===== src/rtl/wpgate_pkg.sv =====
package wpgate_pkg;
  localparam int OP_W = 8;
  localparam int REG_W = 8;

  localparam logic [REG_W-1:0] STAT_READY  = 8'h50;
  localparam logic [REG_W-1:0] STAT_BUSY   = 8'h80;
  localparam logic [REG_W-1:0] STAT_REJECT = 8'h51;
  localparam logic [REG_W-1:0] ERR_NONE    = 8'h00;
  localparam logic [REG_W-1:0] ERR_ABORT   = 8'h04;

  typedef enum logic [1:0] {ST_IDLE, ST_EXEC, ST_LOCK} gateState_t;

  typedef struct packed {
    logic issue;
    logic setBusy;
    logic setOk;
    logic setReject;
    logic loadMode;
  } gateStrobe_t;

  function automatic logic isDestructive(input logic [OP_W-1:0] op);
    case (op)
      8'h30, 8'h31, 8'h32, 8'h38, 8'h3C,
      8'h50, 8'hC0, 8'hC5, 8'hCA, 8'hCD: return 1'b1;
      default: return 1'b0;
    endcase
  endfunction
endpackage


===== src/rtl/wpgate_dp.sv =====
module wpgate_dp
  import wpgate_pkg::*;
#(
  parameter int CFG_SEL_BIT = 0,
  parameter bit MODE_INIT = 1'b0,
  parameter int SYNC_STAGES = 2
) (
  input  logic              clk,
  input  logic              rstN,
  input  logic              pinN,
  input  logic [OP_W-1:0]   cmdOpcode,
  input  logic [OP_W-1:0]   cmdFeature,
  input  gateStrobe_t       strb,
  output logic              pinAsserted,
  output logic              modePd,
  output logic              destructive,
  output logic              execIssue,
  output logic [OP_W-1:0]   execOpcode,
  output logic [REG_W-1:0]  statusReg,
  output logic [REG_W-1:0]  errorReg
);
  localparam logic [OP_W-1:0] SEL_MASK = OP_W'(1) << CFG_SEL_BIT;

  // Pin synchronizer, free running so it already tracks the pin when reset lifts
  logic [SYNC_STAGES-1:0] syncQ = '1;
  generate
    if (SYNC_STAGES == 1) begin : g_one
      always_ff @(posedge clk) syncQ <= pinN;
    end else begin : g_chain
      always_ff @(posedge clk) syncQ <= {syncQ[SYNC_STAGES-2:0], pinN};
    end
  endgenerate
  assign pinAsserted = ~syncQ[SYNC_STAGES-1];

  // Role register: deliberately outside every reset
  logic modeQ = MODE_INIT;
  always_ff @(posedge clk) begin
    if (strb.loadMode) modeQ <= |(cmdFeature & SEL_MASK);
  end
  assign modePd = modeQ;

  assign destructive = isDestructive(cmdOpcode);

  always_ff @(posedge clk or negedge rstN) begin
    if (!rstN) begin
      execIssue  <= 1'b0;
      execOpcode <= '0;
    end else begin
      execIssue <= strb.issue;
      if (strb.issue) execOpcode <= cmdOpcode;
    end
  end

  always_ff @(posedge clk or negedge rstN) begin
    if (!rstN) begin
      statusReg <= STAT_READY;
      errorReg  <= ERR_NONE;
    end else if (strb.setReject) begin
      statusReg <= STAT_REJECT;
      errorReg  <= ERR_ABORT;
    end else if (strb.setBusy) begin
      statusReg <= STAT_BUSY;
      errorReg  <= ERR_NONE;
    end else if (strb.setOk) begin
      statusReg <= STAT_READY;
      errorReg  <= ERR_NONE;
    end
  end
endmodule


===== src/rtl/wpgate_ctrl.sv =====
module wpgate_ctrl
  import wpgate_pkg::*;
#(
  parameter logic [OP_W-1:0] CFG_OPCODE = 8'h8B
) (
  input  logic            clk,
  input  logic            rstN,
  input  logic            cmdValid,
  input  logic [OP_W-1:0] cmdOpcode,
  input  logic            execBusy,
  input  logic            execDone,
  input  logic            pinAsserted,
  input  logic            modePd,
  input  logic            destructive,
  output gateStrobe_t     strb,
  output logic            cmdReady,
  output logic            lockedOut
);
  gateState_t state, stateNext;
  logic lockNow;

  assign lockNow = modePd && pinAsserted;

  always_comb begin
    stateNext = state;
    strb = '0;
    case (state)
      ST_IDLE: begin
        if (lockNow) begin
          stateNext = ST_LOCK;
        end else if (cmdValid && !execBusy) begin
          if (cmdOpcode == CFG_OPCODE) begin
            strb.loadMode = 1'b1;
            strb.setOk = 1'b1;
          end else if (!modePd && pinAsserted && destructive) begin
            strb.setReject = 1'b1;
          end else begin
            strb.issue = 1'b1;
            strb.setBusy = 1'b1;
            stateNext = ST_EXEC;
          end
        end
      end
      ST_EXEC: begin
        if (execDone) begin
          strb.setOk = 1'b1;
          stateNext = lockNow ? ST_LOCK : ST_IDLE;
        end
      end
      ST_LOCK: stateNext = ST_LOCK;
      default: stateNext = ST_IDLE;
    endcase
  end

  always_ff @(posedge clk or negedge rstN) begin
    if (!rstN) state <= ST_IDLE;
    else       state <= stateNext;
  end

  assign cmdReady  = (state == ST_IDLE) && !lockNow && !execBusy;
  assign lockedOut = (state == ST_LOCK);
endmodule


===== src/rtl/wpgate_top.sv =====
module wpgate_top
  import wpgate_pkg::*;
#(
  parameter logic [OP_W-1:0] CFG_OPCODE = 8'h8B,
  parameter int CFG_SEL_BIT = 0,
  parameter bit MODE_INIT = 1'b0,
  parameter int SYNC_STAGES = 2
) (
  input  logic             clk,
  input  logic             porRstN,
  input  logic             hwRstN,
  input  logic             pinN,
  input  logic             cmdValid,
  input  logic [OP_W-1:0]  cmdOpcode,
  input  logic [OP_W-1:0]  cmdFeature,
  output logic             cmdReady,
  output logic             execIssue,
  output logic [OP_W-1:0]  execOpcode,
  input  logic             execBusy,
  input  logic             execDone,
  output logic [REG_W-1:0] statusReg,
  output logic [REG_W-1:0] errorReg,
  output logic             lockedOut
);
  logic rstN;
  logic pinAsserted, modePd, destructive;
  gateStrobe_t strb;

  assign rstN = porRstN & hwRstN;

  wpgate_ctrl #(.CFG_OPCODE(CFG_OPCODE)) u_ctrl (
    .clk(clk), .rstN(rstN), .cmdValid(cmdValid), .cmdOpcode(cmdOpcode),
    .execBusy(execBusy), .execDone(execDone), .pinAsserted(pinAsserted),
    .modePd(modePd), .destructive(destructive), .strb(strb),
    .cmdReady(cmdReady), .lockedOut(lockedOut)
  );

  wpgate_dp #(.CFG_SEL_BIT(CFG_SEL_BIT), .MODE_INIT(MODE_INIT),
              .SYNC_STAGES(SYNC_STAGES)) u_dp (
    .clk(clk), .rstN(rstN), .pinN(pinN), .cmdOpcode(cmdOpcode),
    .cmdFeature(cmdFeature), .strb(strb), .pinAsserted(pinAsserted),
    .modePd(modePd), .destructive(destructive), .execIssue(execIssue),
    .execOpcode(execOpcode), .statusReg(statusReg), .errorReg(errorReg)
  );
endmodule


===== config.mk =====
export PLATFORM = sky130hd
export DESIGN_NAME = wpgate_top
export DESIGN_NICKNAME = d
export VERILOG_FILES = /design/src/rtl/wpgate_pkg.sv /design/src/rtl/wpgate_dp.sv /design/src/rtl/wpgate_ctrl.sv /design/src/rtl/wpgate_top.sv
export SDC_FILE = /design/constraint.sdc
export NUM_CORES = 1
export LEC_CHECK = 0
export ABC_AREA = 1
export CAP_MARGIN = 0
export CORE_ASPECT_RATIO = 0.75
export CORE_MARGIN = 4
export CORE_UTILIZATION = 45
export CTS_BUF_LIST = sky130_fd_sc_hd__clkbuf_16
export CTS_CLUSTER_DIAMETER = 200
export DETAILED_ROUTE_END_ITERATION = 8
export DONT_BUFFER_PORTS = 1
export PLACE_DENSITY = 0.66
export REMOVE_ABC_BUFFERS = 1
export SLEW_MARGIN = 20
export SYNTH_ARGS = -nofsm -noshare
export SYNTH_HDL_FRONTEND = slang
export SYNTH_SLANG_ARGS = --single-unit

===== constraint.sdc =====
create_clock -name clk -period 1.8 [get_ports clk]
set_input_delay 0.09 -clock clk [delete_from_list [all_inputs] [get_ports clk]]
set_output_delay 0.09 -clock clk [all_outputs]
set_load 0.05 [all_outputs]

==> run_results.csv <==
group,metric,value,unit
run_status,status,"complete, no violations",
yosys,synthSimpleGateAreaFrac,0.255,
detailed_routing,routed_via_density,4.73,
place,gp_congestion,0.844,
yosys,ys_seq_area_frac,0.423,
critical_path,worstPathRequired,1.97,ns
cts,clk_latency,0.25,ns
cts,clockRootBuffer,"clkbuf_16",
cts,cts_buffer_depth,2,
place,dp_hpwl,1.38,mm
yosys,synth.area.top_cells,"dfrtp_1 33%, buf_4 9.8%, o21ai_2 7.9%",
timing,hold_viol_final,0,
power_and_ir_drop,leakage,0.589,nW
critical_path,critPathKind,"input port to flip-flop",
yosys,ys_warn_count,0,
place,numPortBuffers,0,
layout,drive_gt1_frac,0.252,
critical_path,crit_slowest_cell,"dlygate4sd3_1",
detailed_routing,drt_iter0_drc,28,
detailed_routing,ant_nets,0,
critical_path,arrival,1.60,ns
grt,antenna_found_initial,0,
timing,rsz0062_at_grt,"false",
cts,cts_tree,"yes",
grt,grt_pass1_wl,3.08,mm
grt,grt_usage,0.130,
critical_path,r2r_setup_slack,0.39,ns
critical_path,cp_cell_sequence,"dlygate4sd3_1 -> inv_2 -> nor2_1 -> nand2_1 -> nor2_1 -> nand3_1 -> nand2_2 -> nand2_2 -> nand2_4 -> nand2_1 -> o21ai_2",
yosys,synth_compound_area_frac,0.119,
worst_hold_path,hold_path_end,"u_dp.execOpcode[7]",
yosys,synth.distinct_cells,25,
power_and_ir_drop,vdd_drop_max,0.00103,V
yosys,synth_ff_type,"dfrtp_1",
critical_path,rr_startpoint,"u_ctrl.state[0]",
layout,final_nets,155,
yosys,yosysMostFrequentCell,"nand2_1",
run,cap_violations,0,
yosys,yosys.area_share.adder,0,
yosys,netlist_area,996,um2
yosys,synth.largest_area_cell,"dfrtp_1",
critical_path,reg2reg_to,"u_dp.execOpcode[1]",
timing,slew_headroom,0.637,
timing,tns,0,ns
critical_path,cp-end-kind,"flip-flop",
yosys,synth_xor_xnor_area_share,0,
critical_path,slowest_delay,0.55,ns
detailed_routing,wl_per_cell,11.8,um
yosys,synthMuxAreaShare,0,
yosys,ys_async_sr_fraction,0.824,
die,initial_core_util,0.486,
timing,fmax,699,MHz
yosys,synth_top_family_by_area,"simple AND/OR/NAND/NOR gates",
yosys,synth_area_per_cell,8.23,um2
grt,grt_max_degree,20,
die,die_h,48.7,um
yosys,yosys-top-cells-count,"20 x nand2_1, 16 x inv_1, 13 x buf_4, 13 x dfrtp_1, 11 x nor2_1",
critical_path,reg2reg_depth,8,
worst_hold_path,whs_path_depth,2,
timing,drv_slew,0,
critical_path,cp_max_fo,19,
detailed_routing,drc,0,
yosys,synth_top_area_share,0.327,
yosys,netlist_instances,121,
cts,htree_levels,1,
timing,finalCritPeriodShare,0.794,
die,core,2050,um2
critical_path,setup.worst_path.start_class,"input port",
grt,grt_pass1_vias,683,
die,die_w,62.3,um
die,die_area,3040,um2
layout,finalInstanceArea,1110,um2
layout,area_growth,11.9,%
cts,path_clk_slew,0.05,ns
die,num_rows,14,
detailed_routing,postRouteWirelength,1.83,mm
worst_hold_path,hold_path_class,"input port to flip-flop",
layout,num_antenna_cells,0,
timing,holdWs,0.00974,ns
detailed_routing,vias,733,
place,placed_area,976,um2
grt,grt_overflow,0,
die,ios,50,
yosys,synth_edf_count,1,
yosys,ys_ff_latch,17,
timing,skew,0.00298,ns
cts,cts.sinks,17,
cts,cts_buffers,3,
power_and_ir_drop,powerDensity,1430,nW/um2
detailed_routing,first_pass_iters,4,
worst_hold_path,hold_start,"cmdOpcode[7]",
timing,period_needed,1.43,ns
cts,post_cts_buffers,0,
timing,setup_viol,0,
timing,tightest_slew,0.544,ns
==> metrics by stage <==
stage,setup slack (ns),std cells,power [mW],util
after floorplan,0.263,117,1.10,-
after global placement,0.413,145,1.16,0.476
after detailed placement,0.390,145,1.17,0.476
after CTS,0.378,155,1.61,0.544
after global routing,0.229,155,1.68,0.544
final,0.370,155,1.59,0.544
==> cells in the final DEF, fill, tap and decap left out <==
master         count
clkbuf_16          3
nand4_1            2
conb_1            11
nor2_1            11
dlygate4sd3_1      6
o22ai_1            2
nand2_2            6
clkinv_2           1
nand3_1            7
buf_4              4
dfxtp_1            2
edfxtp_1           1
inv_1             17
nor2_2             2
nor2_4             1
nand2_1           20
dfrtp_1           13
nand3b_1           1
o21bai_1           1
nand3_2            1
o21ai_2            9
o21ai_0            2
a21oi_1            2
nand2_4            1
inv_2              4
dfstp_2            1
==> final cells by class <==
class | instances | area [um2]
fill | 176 | 935
sequential | 17 | 422
multi-input combinational | 79 | 414
timing repair buffer | 10 | 90.1
inverter | 21 | 80.1
clock buffer | 3 | 75.1
tap | 24 | 30.0
clock inverter | 1 | 3.75
==> worst max path at each step <==
stage               startpoint            endpoint  slack [ns]  cells after the start
2_1_floorplan  u_ctrl.state[0]  u_dp.execOpcode[0]        0.26                      8
3_3_place_gp   u_ctrl.state[0]  u_dp.execOpcode[5]        0.41                      8
3_5_place_dp   u_ctrl.state[0]  u_dp.execOpcode[1]        0.39                      8
4_1_cts        u_ctrl.state[0]  u_dp.execOpcode[1]        0.38                      8
5_1_grt           cmdOpcode[4]   u_dp.statusReg[6]        0.23                     11
6_report          cmdOpcode[4]  u_dp.execOpcode[1]        0.37                     11
==> flip-flops by register name, summed over array words and instances, names as in the netlist <==
| register | flops |
|---|---|
| u_dp.syncQ | 2 |
| u_dp.execIssue | 1 |
| u_dp.modePd | 1 |
| u_ctrl.state | 2 |
| u_dp.execOpcode | 8 |
| u_dp.statusReg | 3 |
==> logic make-up after synthesis <==
kind of cell	after synthesis
DFF	17
other	1
and+or+nand+nor	52
buffers and inverters	35
AOI/OAI and AO/OA	16
==> report_power, final <==
group	total [mW]	switching, mW	internal (mW)
logic	0.382	0.269	0.114
clock network	0.427	0.133	0.294
registers	0.781	0.308	0.473
==> per-layer routing <==
layer  vias to the layer above  routed length, um  GRT usage
li1                        372                  -          -
met3                         2                194     0.0764
met2                        31                879      0.207
met5                         -                  0          0
met1                       328                745      0.143
met4                         0                  8     0.0495
==> worst max-delay path, delay by kind of cell <==
kind / cells / cell delay, ns
buffers and inverters: 2 / 0.60
and+or+nand+nor: 8 / 0.82
AOI/OAI and AO/OA: 1 / 0.07
==> timing repair <==
item                                   4_1_cts  5_1_grt
endpoints found under the hold margin       17        0
resized for setup                            0        0
hold buffers                                 6        0
setup endpoints to repair                    0        0
Power figures use the tool's default switching activity.
